$ cat config.mk
export PLATFORM = sky130hd
export DESIGN_NAME = nmi_edge_lock
export DESIGN_NICKNAME = d
export VERILOG_FILES = /design/src/rtl/nmi_pkg.sv /design/src/rtl/nmi_sync.sv /design/src/rtl/nmi_cfg.sv /design/src/rtl/nmi_edge.sv /design/src/rtl/nmi_edge_lock.sv
export SDC_FILE = /design/constraint.sdc
export NUM_CORES = 1
export LEC_CHECK = 0
export ABC_CLOCK_PERIOD_IN_PS = 900
export CORE_AREA = 5 5 42 44
export DETAILED_ROUTE_END_ITERATION = 7
export DIE_AREA = 0 0 47 49
export PLACE_DENSITY_LB_ADDON = 0.25
export SLEW_MARGIN = 20
export SYNTH_ARGS = -nofsm -noshare
export SYNTH_HDL_FRONTEND = slang
export SYNTH_HIERARCHICAL = 1
export SYNTH_SLANG_ARGS = --single-unit
$ cat constraint.sdc
create_clock -name clk -period 0.9 [get_ports clk]
set_input_delay 0.27 -clock clk [delete_from_list [all_inputs] [get_ports clk]]
set_output_delay 0.27 -clock clk [all_outputs]
set_load 0.01 [all_outputs]
$ cat src/rtl/nmi_pkg.sv
// Shared types for the lockable NMI edge detector.
// Assumes: bit 0 of a mode selects rising edges, bit 1 selects falling edges.
package nmi_pkg;
    localparam int MODE_W = 2;

    typedef enum logic [MODE_W-1:0] {
        EDGE_OFF  = 2'b00,
        EDGE_RISE = 2'b01,
        EDGE_FALL = 2'b10,
        EDGE_BOTH = 2'b11
    } edge_mode_e;
endpackage

$ cat src/rtl/nmi_sync.sv
// Multi-stage synchronizer for one asynchronous input bit.
// Assumes: the input is a slow level signal; every stage resets to 0.
module nmi_sync #(
    parameter int STAGES = 2
) (
    input  logic clk,
    input  logic rst_n,
    input  logic din,
    output logic dout
);
    logic [STAGES-1:0] chain;

    // Shift the pin value through the chain of flops.
    generate
        if (STAGES == 1) begin : g_single
            always_ff @(posedge clk) begin
                if (!rst_n) chain <= '0;
                else        chain <= din;
            end
        end else begin : g_multi
            always_ff @(posedge clk) begin
                if (!rst_n) chain <= '0;
                else        chain <= {chain[STAGES-2:0], din};
            end
        end
    endgenerate

    assign dout = chain[STAGES-1];
endmodule

$ cat src/rtl/nmi_cfg.sv
// Write-once configuration register: the first nonzero write latches the mode
// and sets a sticky lock; later writes are dropped until reset.
// Assumes: writes are single-cycle strobes in the clk domain.
module nmi_cfg
    import nmi_pkg::*;
(
    input  logic              clk,
    input  logic              rst_n,
    input  logic              wr_en,
    input  logic [MODE_W-1:0] wr_data,
    output edge_mode_e        mode,
    output logic              locked
);
    logic take;
    assign take = wr_en && !locked && (wr_data != EDGE_OFF);

    // Latch the first nonzero mode and freeze it.
    always_ff @(posedge clk) begin
        if (!rst_n) begin
            mode   <= EDGE_OFF;
            locked <= 1'b0;
        end else if (take) begin
            mode   <= edge_mode_e'(wr_data);
            locked <= 1'b1;
        end
    end

    // lock is sticky until reset
    p_lock_sticky_r8: assert property (@(posedge clk) disable iff (!rst_n)
        locked |=> locked);
    // mode frozen while locked
    p_mode_frozen_r8: assert property (@(posedge clk) disable iff (!rst_n)
        locked |=> $stable(mode));
    // a nonzero write always leaves the block locked
    p_nonzero_locks_r7: assert property (@(posedge clk) disable iff (!rst_n)
        (wr_en && wr_data != EDGE_OFF) |=> locked);
    // while unlocked, a mode other than off never appears
    p_off_unlocked_r6: assert property (@(posedge clk) disable iff (!rst_n)
        !locked |-> mode == EDGE_OFF);
endmodule

$ cat src/rtl/nmi_edge.sv
// Edge detector and pending flag. It compares the synchronized level with the
// previous sample, qualifies the result by mode, and holds a request until it
// is acknowledged. A new edge wins over an acknowledge in the same cycle.
// Assumes: ack is a single-cycle pulse from the core.
module nmi_edge
    import nmi_pkg::*;
(
    input  logic       clk,
    input  logic       rst_n,
    input  logic       lvl,
    input  edge_mode_e mode,
    input  logic       ack,
    output logic       pending
);
    logic prev;
    logic hit;

    // Qualify a rise by mode bit 0 and a fall by mode bit 1.
    always_comb begin
        hit = (mode[0] & lvl & ~prev) | (mode[1] & ~lvl & prev);
    end

    // Remember the previous sample and update the pending flag.
    always_ff @(posedge clk) begin
        if (!rst_n) begin
            prev    <= 1'b0;
            pending <= 1'b0;
        end else begin
            prev    <= lvl;
            pending <= hit | (pending & ~ack);
        end
    end

    // a detected edge always leaves the flag set
    p_edge_sets_r10: assert property (@(posedge clk) disable iff (!rst_n)
        hit |=> pending);
    // acknowledge without an edge clears
    p_ack_clears_r9: assert property (@(posedge clk) disable iff (!rst_n)
        (ack && !hit) |=> !pending);
    // nothing but acknowledge drops a pending request
    p_hold_r11: assert property (@(posedge clk) disable iff (!rst_n)
        (pending && !ack) |=> pending);
    // the flag only rises after a qualified edge
    p_rise_cause_r6: assert property (@(posedge clk) disable iff (!rst_n)
        $rose(pending) |-> $past(hit));
endmodule

$ cat src/rtl/nmi_edge_lock.sv
// Top of the lockable NMI edge detector: synchronizer, write-once
// configuration and edge/pending logic. The request goes directly to the core.
// Assumes: pin_async is asynchronous; all other inputs are in the clk domain.
module nmi_edge_lock
    import nmi_pkg::*;
#(
    parameter int SYNC_STAGES = 2
) (
    input  logic              clk,
    input  logic              rst_n,
    input  logic              pin_async,
    input  logic              cfg_wr_en,
    input  logic [MODE_W-1:0] cfg_wr_data,
    output logic [MODE_W-1:0] cfg_mode,
    output logic              cfg_locked,
    input  logic              nmi_ack,
    output logic              nmi_req
);
    logic       pin_lvl;
    edge_mode_e mode_q;

    nmi_sync #(.STAGES(SYNC_STAGES)) u_sync (
        .clk  (clk),
        .rst_n(rst_n),
        .din  (pin_async),
        .dout (pin_lvl)
    );

    nmi_cfg u_cfg (
        .clk    (clk),
        .rst_n  (rst_n),
        .wr_en  (cfg_wr_en),
        .wr_data(cfg_wr_data),
        .mode   (mode_q),
        .locked (cfg_locked)
    );

    nmi_edge u_edge (
        .clk    (clk),
        .rst_n  (rst_n),
        .lvl    (pin_lvl),
        .mode   (mode_q),
        .ack    (nmi_ack),
        .pending(nmi_req)
    );

    assign cfg_mode = mode_q;

    // reset clears request and lock at the next edge
    p_reset_state_r1: assert property (@(posedge clk)
        !rst_n |=> (!nmi_req && !cfg_locked && cfg_mode == 2'b00));
endmodule

=== Yosys cells after proc, flatten, opt, wreduce, memory -nomap -nowiden ===
Index checks and enable logic that the tools add are counted.

* Reduce and logical (&&, ||, !) cells: 4
* Bitwise operators: 10

{| class="wikitable"
|+ Operators by type and width
! cell !! number
|-
| bitwise AND 1 bit || 5
|-
| NOT 1 bit || 3
|-
| logical AND 1 bit || 2
|-
| OR 1 bit || 2
|-
| nonzero test 2 bit || 1
|-
| zero test 1 bit || 1
|}

* Logic and storage cells: 19
* Flip-flop bits (word level): 7
* Input bits: 7

=== Longest topological paths before layout ===
Gate-level depths: netlist of run 1.

* Word-level depth: 5
* Depth in mapped cells: 2

=== Hierarchy ===
The synthesis of run 1 kept the hierarchy.

{| class="wikitable"
|+ By module, submodules not included
! module !! cells each !! area an instance (µm²) !! sequential area each (µm²) !! instances
|-
| nmi_cfg || 11 || 123.9 || 60.1 || 1
|-
| nmi_edge || 7 || 77.6 || 40.0 || 1
|-
| nmi_sync || 4 || 52.6 || 40.0 || 1
|}

=== Worst setup path after synthesis of run 1 ===
OpenSTA, ideal clock, no wires.

* Path kind: reg-to-reg
* From: register u_cfg.locked
* To: register u_cfg.mode[1]
* Buffers on the path: 0
* Clock period less this slack: 0.811 ns
* Setup time: 0.117 ns
* Setup slack: 0.089 ns
* Arrival time: 0.694 ns
* Stages on the path, launching flop included: 3
* Data required time: 0.783 ns
* Cell sequence: dfxtp_1 and3b_1 o2bb2ai_1

* Longest elaborated chain between the ends: 3

{| class="wikitable"
|+ Ends and longest elaborated chain
! element !! RTL line !! source
|-
| start: declaration || nmi_cfg.sv:12 || <nowiki>output logic locked</nowiki>
|-
| start signal: assignment || nmi_cfg.sv:21 || <nowiki>locked <= 1'b0;</nowiki>
|-
| start signal: assignment || nmi_cfg.sv:24 || <nowiki>locked <= 1'b1;</nowiki>
|-
| zero test 1 bit || nmi_cfg.sv:15 || <nowiki>assign take = wr_en && !locked && (wr_data != EDGE_OFF);</nowiki>
|-
| logical AND 1 bit (2 in series) || nmi_cfg.sv:15 ||
|-
| end signal: assignment || nmi_cfg.sv:23 || <nowiki>mode <= edge_mode_e'(wr_data);</nowiki>
|-
| end: declaration || nmi_cfg.sv:11 || <nowiki>output edge_mode_e mode,</nowiki>
|}

No other way between the ends.
A chain may end at the register's enable or synchronous reset.

=== Worst setup path in the final report of run 1 ===
* From: register u_cfg.mode[0]
* To: output cfg_mode[0]

{| class="wikitable"
|+ RTL lines
! element !! RTL line !! source
|-
| end: declaration || nmi_edge_lock.sv:14 || <nowiki>output logic [MODE_W-1:0] cfg_mode,</nowiki>
|}

No word-level cell between the ends.

==> flow_metrics.py, run 1 <==
metrics = {
    "drt": {
        "detail_route.wl_per_cell_um": 9.20,
        "drt_first_pass_iters": 1,
        "first_iter_violations": 0,
        "finalWirelength_um": 515,
        "vias_per_cell": 4.11,
        "drc": 0,
        "ant_nets": 0,
        "vias": 230,
    },
    "setup_path": {
        "slowest_delay_ns": 0.33,
        "cp-start-kind": "flop",
        "required_ns": 0.63,
        "cp_cell_sequence": "buf_6",
        "crit_buf_inv": 1,
        "end_kind": "output port",
        "worstPathArrival_ns": 0.69,
        "cpLargestDelayFamily": "flip-flops",
        "crit_type": "flop to output port",
        "crit_path_top_delay_cell": "dfxtp_2",
        "cp_max_fo": 2,
    },
    "synth": {
        "synth-seq-cells": 7,
        "synth_simple_gate_area_share_pct": 29.6,
        "synth_compound_area_share_pct": 15.3,
        "synth_cell_types": 11,
        "synth_fa_ha_area_share_pct": 0,
        "yosysWarnings": 6,
        "synth_ff_type": "dfxtp_1",
        "synth.most_common_cell": "dfxtp_1",
        "seq_area_frac_synth_pct": 55.2,
        "synthCells": 22,
        "syn_avg_cell_area_um2": 11.5,
        "synthArstFlopShare_pct": 0,
        "synthMuxAreaShare_pct": 0,
        "syn_area_um2": 254,
        "synth_top_cell_by_area": "dfxtp_1",
        "synth_edf_count": 0,
        "synth_area_leaders": "dfxtp_1, and3b_1, nand4b_1",
        "yosys.area.top_type_share_pct": 55.2,
        "synth_nets": 29,
        "synthXorXnorAreaFrac_pct": 0,
        "synth_top_family_by_area": "simple AND/OR/NAND/NOR gates",
    },
    "cts": {
        "clkLatencyLatePin_ns": 0.25,
        "cts_tree": "done",
        "postCtsHoldBufs": 0,
        "clockRootBuffer": "clkbuf_4",
        "cts_buffers": 3,
        "clkTransAtPathRegs_ns": 0.05,
        "htreeDepth": 1,
        "cts_max_path_buffers": 2,
        "clock-sinks": 7,
    },
    "power": {
        "pwr_density_cell_nw_per_um2": 1620,
        "finalPower_uw": 721,
        "switching_share_pct": 21.6,
        "seqPwrFrac_pct": 46.9,
        "p_sw_uw": 156,
        "p_leak_uw": 0.000205,
        "peakVddDrop_mv": 0.653,
        "combinationalPowerShare_pct": 14.0,
        "p_int_uw": 565,
        "power.share.clock_pct": 39.0,
    },
    "grt": {
        "grt_pass1_wl_um": 841,
        "met3_usage_pct": 2.58,
        "grt.met1_usage_pct": 5.76,
        "grt_pass1_vias": 239,
        "grtUsageTotal_pct": 5.37,
        "gr-total-overflow": 0,
        "grt_start_max_net_pins": 12,
        "antenna_found_initial": 0,
        "globalRouteMet2Util_pct": 7.01,
        "top_usage_layer": "met2",
    },
    "sta": {
        "hold_viol_final": 0,
        "period_share_pct": 106,
        "tightest_slew_ns": 0.336,
        "fin_hold_ws_ns": 0.393,
        "final-setup-viol-count": 4,
        "rsz0062_at_grt": "true",
        "slew_violations": 0,
        "worst_slack_ns": -0.0559,
        "period_minus_slack_ns": 0.956,
        "slew_headroom_pct": 77.6,
        "fin_skew_ns": 0.000196,
        "fmax_mhz": 1050,
    },
    "die": {
        "coreArea_um2": 1400,
        "die_w_um": 47,
        "die-area_um2": 2300,
        "initial_core_util_pct": 18.1,
        "ioPinCount": 11,
        "row_count": 14,
        "fp.dieH_um": 49,
    },
    "placement": {
        "dp_hpwl_um": 387,
        "gp_congestion": 0.641,
        "port_buffers": 10,
    },
    "cells_and_area": {
        "finalNetCount": 48,
        "drive_gt1_share_pct": 42.5,
        "diodes": 0,
        "areaGrowthSynthToFinish_pct": 74.9,
    },
    "flow_run": {
        "drv_cap": 0,
    },
    "run_status": {
        "outcome": "finished, violations left",
        "violations": "negative setup slack",
    },
    "min_path": {
        "hold_class": "input pin to flop",
    },
}
-- cells in the final DEF (no fill, tap or decap) --
master / synthesis / final
o2bb2ai_1: 1 / 1
o21a_1: 2 / 2
and2_1: 2 / 2
dfxtp_1: 7 / 3
clkbuf_1: 0 / 1
and2_2: 1 / 1
dlymetal6s2s_1: 0 / 2
dlygate4sd2_1: 0 / 1
clkdlybuf4s50_1: 0 / 3
nand2_1: 2 / 2
nand3_1: 1 / 1
dfxtp_2: 0 / 4
buf_6: 0 / 4
o2bb2ai_2: 1 / 1
nand3b_1: 1 / 1
buf_4: 0 / 4
nand4b_1: 2 / 2
and3b_1: 2 / 2
clkbuf_4: 0 / 3
-- power groups by stage --
| stage | Sequential, uW | Clock [uW] | Combinational, uW |
|---|---|---|---|
| global placement | 340 | 0 | 103 |
| detailed placement | 340 | 0 | 104 |
| global route | 340 | 315 | 111 |
| CTS | 338 | 304 | 104 |
| floorplan | 347 | 0 | 24.3 |
| finish | 338 | 281 | 101 |
-- flip-flops by register name, summed over array words and instances, names as in the netlist --
name,cells
u_cfg/mode,2
u_sync/chain,2
u_cfg/locked,1
u_edge/pending,1
u_edge/prev,1
-- per-stage QoR --
step / std cells / worst slack (ns) / utilization [%] / area [um^2] / TNS [ns]
final: 56 / -0.0559 / 31.7 / 444 / -0.194
after global routing: 56 / -0.0860 / 31.7 / 444 / -0.306
after CTS: 56 / -0.0707 / 31.3 / 439 / -0.257
after detailed placement: 52 / -0.365 / 28.8 / 404 / -3.24
after global placement: 52 / -0.333 / 28.8 / 404 / -3.02
after floorplan: 22 / 0.0891 / - / 254 / 0
-- final cells by class --
cell class,instances,area [um^2]
Sequential cell,7,145
Multi-Input combinational cell,15,114
Timing Repair Buffer,14,139
Clock buffer,4,26.3
Fill cell,158,957
Tap cell,16,20.0
-- metal layers --
metal | vias to the layer above | share of wire, % | wire length [um]
met4 | 0 | 0 | 0
met1 | 102 | 41 | 213
met5 | - | 0 | 0
li1 | 117 | - | -
met3 | 0 | 17 | 89
met2 | 11 | 41 | 212
-- cells by family after synthesis --
| logic type | Yosys count |
|---|---|
| and+or+nand+nor | 11 |
| AOI/OAI and AO/OA | 4 |
| DFF | 7 |
-- worst register-to-register path: cells and delay by family (launching register included) --
kind	cells	cell delay [ns]
flip-flops	1	0.32
AND/OR/NAND/NOR	1	0.24
AO/OA/AOI/OAI	1	0.11
buffers and inverters	1	0.13
-- repair_timing --
item,in CTS,in global routing
cloned,0,0
buffers inserted,0,0
pin swaps,0,2
resized for setup,25,2
endpoints found under the setup margin,11,7
hold endpoints to repair,0,0
-- path summary, 6_finish.rpt --
| check | start | end | slack (ns) | cells past startpoint |
|---|---|---|---|---|
| setup / recovery | u_cfg/mode[0]$_SDFFE_PN0P_ | cfg_mode[0] | -0.06 | 1 |
| hold / removal | cfg_wr_data[0] | u_cfg/locked$_SDFFE_PN0P_ | 0.39 | 3 |
| hold reg to reg | u_sync/chain[0]$_SDFF_PN0_ | u_sync/chain[1]$_SDFF_PN0_ | 0.44 | 1 |
| setup reg to reg | u_cfg/locked$_SDFFE_PN0P_ | u_cfg/mode[1]$_SDFFE_PN0P_ | 0.03 | 3 |
Note: power is estimated with default switching activity, not from simulation.
==> inputs of run 2 (changes only) <==
Settings changed: ABC_CLOCK_PERIOD_IN_PS 900 to 880, SYNTH_HIERARCHICAL 1 to not set.
Clock period 0.9 ns to 0.88 ns, I/O delays scaled along.
==> flow_metrics.py, run 2 <==
metrics = {
    "grt": {
        "antenna_found_initial": 0,
        "grtUsageTotal_pct": 5.22,
        "gr-total-overflow": 0,
        "grt_pass1_vias": 193,
        "grt_start_max_net_pins": 12,
        "grt_pass1_wl_um": 779,
    },
    "cts": {
        "cts_buffers": 3,
        "post_cts_buffers": 0,
        "cts_max_path_buffers": 2,
        "clockRootBuffer": "clkbuf_4",
        "clock-sinks": 7,
        "clkLatencyLatePin_ns": 0.25,
        "clkTransAtPathRegs_ns": 0.05,
        "cts_tree": "done",
        "htreeDepth": 1,
    },
    "synth": {
        "yosysWarnings": 0,
        "syn_avg_cell_area_um2": 11.8,
        "seq_area_frac_synth_pct": 51.6,
        "synthCells": 23,
        "synth_nets": 30,
        "synth_top_cell_by_area": "dfxtp_1",
        "synth_cell_types": 11,
        "synth_commonest_cells": "dfxtp_1, and2_1",
        "synthArstFlopShare_pct": 0,
        "synth-seq-cells": 7,
        "synth_ff_type": "dfxtp_1",
        "synthMuxAreaShare_pct": 0,
        "synth_compound_area_share_pct": 16.6,
        "synth_area_leaders": "dfxtp_1, o2bb2ai_2, and2_1",
        "yosys.area.top_type_share_pct": 51.6,
        "synthXorXnorAreaFrac_pct": 0,
        "synth_top_family_by_area": "simple AND/OR/NAND/NOR gates",
        "syn_area_um2": 272,
        "synth_fa_ha_area_share_pct": 0,
        "synth_simple_gate_area_share_pct": 27.6,
        "synth.most_common_cell": "dfxtp_1",
        "synth_edf_count": 0,
    },
    "drt": {
        "finalWirelength_um": 510,
        "ant_nets": 0,
        "first_iter_violations": 1,
        "vias": 230,
        "drt_first_pass_iters": 2,
        "drc": 0,
        "detail_route.wl_per_cell_um": 8.95,
        "vias_per_cell": 4.04,
    },
    "setup_path": {
        "crit_path_top_delay_cell": "dfxtp_2",
        "end_kind": "output port",
        "required_ns": 0.62,
        "crit_type": "flop to output port",
        "worstPathArrival_ns": 0.68,
        "slowest_delay_ns": 0.32,
        "crit_buf_inv": 1,
        "cp_max_fo": 2,
        "cpLargestDelayFamily": "flip-flops",
        "cp_cell_sequence": "buf_6",
        "cp-start-kind": "flop",
    },
    "cells_and_area": {
        "largestRegisters": "u_cfg.mode x2, u_sync.chain x2",
        "fill_cells": 157,
        "drive_gt1_share_pct": 48.8,
        "finalNetCount": 49,
        "areaGrowthSynthToFinish_pct": 71.9,
        "mostFrequentLayoutCells": "buf_6, dfxtp_2",
        "stdcell_area_um2": 467,
        "diodes": 0,
        "final_common_cell": "buf_6",
    },
    "placement": {
        "port_buffers": 10,
        "placed_area_um2": 410,
        "gp_congestion": 0.671,
        "place_ws_ns": -0.286,
        "dp_hpwl_um": 368,
    },
    "sta": {
        "hold_viol_final": 0,
        "slew_headroom_pct": 92.0,
        "worst_slack_ns": -0.0645,
        "period_share_pct": 107,
        "rsz0062_at_grt": "true",
        "slew_violations": 0,
        "fin_skew_ns": 0.00458,
        "period_minus_slack_ns": 0.945,
        "tightest_slew_ns": 0.119,
        "final-setup-viol-count": 4,
        "fmax_mhz": 1060,
    },
    "die": {
        "ioPinCount": 11,
        "die_w_um": 47,
        "fp.dieH_um": 49,
        "coreArea_um2": 1400,
        "initial_core_util_pct": 19.4,
        "row_count": 14,
        "die-area_um2": 2300,
    },
    "power": {
        "peakVddDrop_mv": 1.09,
        "p_leak_uw": 0.000220,
        "finalPower_uw": 747,
        "pwr_density_cell_nw_per_um2": 1600,
    },
    "flow_run": {
        "drv_cap": 0,
    },
    "run_status": {
        "violations": "negative setup slack",
        "outcome": "finished, violations left",
    },
    "min_path": {
        "hold_class": "input pin to flop",
    },
}
## run 2: area by class of cell
cell class	instances	area, um^2	area share, %
Multi-Input combinational cell	15	121	26.0
Clock buffer	4	26.3	5.63
Timing Repair Buffer	15	154	33.0
Tap cell	16	20.0	4.29
Sequential cell	7	145	31.1
## run 2: power breakdown
part           leakage, uW  internal (uW)  switching (uW)  total (uW)
Combinational     0.000146           77.6            37.3         115
Clock            0.0000150            173             113         286
Sequential       0.0000591            337            9.42         346
## run 2: what timing repair did
item	CTS	global route
setup endpoints to repair	6	8
gates resized for setup	27	4
hold endpoints to repair	0	0
hold buffers	0	0
gates cloned	0	1
pin swaps	1	2
## run 2: cells by family (layout without fill, tap and decap cells)
group                  count (synthesis)  after routing
buffers and inverters                  1             19
AOI/OAI and AO/OA                      4              4
DFF                                    7              7
and+or+nand+nor                       11             11
## run 2: final timing paths
| kind | cells after the start | end | slack [ns] | from |
|---|---|---|---|---|
| setup / recovery | 1 | cfg_locked | -0.06 | u_cfg.locked$_SDFFE_PN0P_ |
| hold / removal | 3 | u_cfg.locked$_SDFFE_PN0P_ | 0.35 | cfg_wr_data[0] |
| setup reg to reg | 3 | u_cfg.mode[1]$_SDFFE_PN0P_ | 0.02 | u_cfg.locked$_SDFFE_PN0P_ |
| hold reg to reg | 1 | u_sync.chain[1]$_SDFF_PN0_ | 0.43 | u_sync.chain[0]$_SDFF_PN0_ |
## run 2: layer usage
layer / wire length [um] / up-vias / track usage, %
met5: 0 / - / 0
met4: 0 / 0 / 2.76
met3: 97 / 0 / 6.64
met2: 205 / 13 / 5.66
met1: 208 / 97 / 5.53
li1: - / 120 / -
## run 2: through the flow
stage | TNS, ns | hold slack (ns) | std cells | utilization, %
detailed placement | -2.63 | 0.423 | 52 | 29.3
CTS | -0.316 | 0.434 | 56 | 32.1
finish | -0.257 | 0.346 | 57 | 33.3
global route | -0.451 | 0.370 | 57 | 33.3
global placement | -2.59 | 0.416 | 52 | 29.3
floorplan | 0 | 0.386 | 23 | -
==> inputs of run 3 (changes only) <==
Settings changed: SYNTH_HIERARCHICAL set to 1.
==> flow_metrics.py, run 3 (synthesized netlist as in run 1, its figures left out) <==
metrics = {
    "flow_run": {
        "drv_cap": 0,
    },
    "setup_path": {
        "cpLargestDelayFamily": "flip-flops",
        "end_kind": "output port",
        "regToRegSetupSlack_ns": 0,
        "required_ns": 0.62,
        "slowest_delay_ns": 0.32,
        "crit_path_top_delay_cell": "dfxtp_2",
        "crit_buf_inv": 1,
        "r2r-start": "u_cfg/locked$_SDFFE_PN0P_",
        "worstPathArrival_ns": 0.68,
        "cp-start-kind": "flop",
        "cp_cell_sequence": "buf_6",
        "reg2reg_to": "u_cfg/mode[1]$_SDFFE_PN0P_",
        "cp_max_fo": 2,
        "crit_type": "flop to output port",
        "ff2ff_path_depth": 3,
    },
    "grt": {
        "gr-total-overflow": 0,
        "grtUsageTotal_pct": 5.58,
        "grt_pass1_vias": 240,
        "antenna_found_initial": 0,
        "grt_pass1_wl_um": 883,
        "grt_start_max_net_pins": 12,
    },
    "die": {
        "coreArea_um2": 1400,
        "row_count": 14,
        "die_w_um": 47,
        "initial_core_util_pct": 18.1,
        "fp.dieH_um": 49,
        "ioPinCount": 11,
        "die-area_um2": 2300,
    },
    "cts": {
        "cts_max_path_buffers": 2,
        "htreeDepth": 1,
        "postCtsHoldBufs": 0,
        "clockRootBuffer": "clkbuf_4",
        "clock-sinks": 7,
        "clkTransAtPathRegs_ns": 0.05,
        "clkLatencyLatePin_ns": 0.25,
        "cts_tree": "done",
        "cts_buffers": 3,
    },
    "run_status": {
        "outcome": "finished, violations left",
        "violations": "negative setup slack",
    },
    "drt": {
        "drc": 0,
        "vias_per_cell": 4.12,
        "drt_first_pass_iters": 4,
        "finalWirelength_um": 518,
        "vias": 235,
        "ant_nets": 0,
        "detail_route.wl_per_cell_um": 9.09,
        "first_iter_violations": 2,
    },
    "sta": {
        "slew_headroom_pct": 77.9,
        "slew_violations": 0,
        "tightest_slew_ns": 0.331,
        "worst_slack_ns": -0.0614,
        "hold_viol_final": 0,
        "fin_skew_ns": 0.00424,
        "period_share_pct": 107,
        "final-setup-viol-count": 4,
        "period_minus_slack_ns": 0.941,
        "rsz0062_at_grt": "true",
        "fmax_mhz": 1060,
    },
    "min_path": {
        "min_to": "u_cfg/locked$_SDFFE_PN0P_",
        "worstHoldPathCells": 3,
        "hold_class": "input pin to flop",
        "hold_start": "cfg_wr_data[1]",
    },
    "cells_and_area": {
        "areaGrowthSynthToFinish_pct": 77.3,
        "stdcell_count": 57,
        "diodes": 0,
        "largestRegisters": "u_cfg/mode x2, u_sync/chain x2",
        "finalNetCount": 49,
        "mostFrequentLayoutCells": "buf_4, buf_6, dfxtp_2, clkbuf_4, dfxtp_1",
        "drive_gt1_share_pct": 43.9,
        "stdcell_area_um2": 450,
        "final_common_cell": "buf_4",
    },
    "placement": {
        "port_buffers": 10,
        "gp_congestion": 0.641,
        "placed_area_um2": 404,
        "dp_hpwl_um": 387,
        "place_inst": 52,
    },
    "power": {
        "pwr_density_cell_nw_per_um2": 1640,
        "p_leak_uw": 0.000212,
        "finalPower_uw": 738,
        "peakVddDrop_mv": 0.786,
    },
}
==> run 3: cell count changes in the layout (fill, tap and decap cells not counted), sizes merged <==
cell,previous run,this run
dlygate4sd2,1,2
dlymetal6s2s,3,2
==> run 3: power breakdown <==
part	switching [uW]	internal, uW
sequential	9.45	336
clock	113	173
combinational	35.4	71.1
total	158	580
==> run 3: worst max-delay path by stage <==
| stage | start | to | slack [ns] | depth (start not counted) |
|---|---|---|---|---|
| global placement | rst_n | u_edge/prev$_SDFF_PN0_ | -0.35 | 2 |
| global route | u_cfg/mode[0]$_SDFFE_PN0P_ | cfg_mode[0] | -0.09 | 1 |
| finish | u_edge/pending$_SDFF_PN0_ | nmi_req | -0.06 | 1 |
| detailed placement | rst_n | u_cfg/mode[1]$_SDFFE_PN0P_ | -0.38 | 3 |
| CTS | u_cfg/mode[0]$_SDFFE_PN0P_ | cfg_mode[0] | -0.08 | 1 |
| floorplan | u_cfg/locked$_SDFFE_PN0P_ | u_cfg/mode[1]$_SDFFE_PN0P_ | 0.07 | 2 |
==> run 3: layout make-up <==
type,count,area (um^2)
Clock buffer,4,26.3
Fill cell,161,951
Multi-Input combinational cell,15,114
Sequential cell,7,145
Tap cell,16,20.0
Timing Repair Buffer,15,145
==> run 3: routing by layer <==
layer  wire length, um  global-route usage [%]
met5                 0                       0
met4                 0                    5.53
met2               215                    7.24
met1               214                    6.19
met3                89                    2.58
==> run 3: per-stage QoR <==
| stage | hold WS (ns) | util, % | setup slack (ns) | setup TNS [ns] |
|---|---|---|---|---|
| finish | 0.372 | 32.1 | -0.0614 | -0.237 |
| global route | 0.393 | 32.1 | -0.0940 | -0.389 |
| CTS | 0.442 | 31.8 | -0.0798 | -0.308 |
| detailed placement | 0.426 | 28.8 | -0.379 | -3.39 |
| global placement | 0.420 | 28.8 | -0.347 | -3.17 |
| floorplan | 0.372 | - | 0.0691 | 0 |
==> run 3: timing repair <==
| item | 4_1_cts | 5_1_grt |
|---|---|---|
| resized for setup | 26 | 2 |
| setup buffers | 1 | 0 |
| pin swaps | 1 | 2 |
| endpoints found under the setup margin | 11 | 8 |
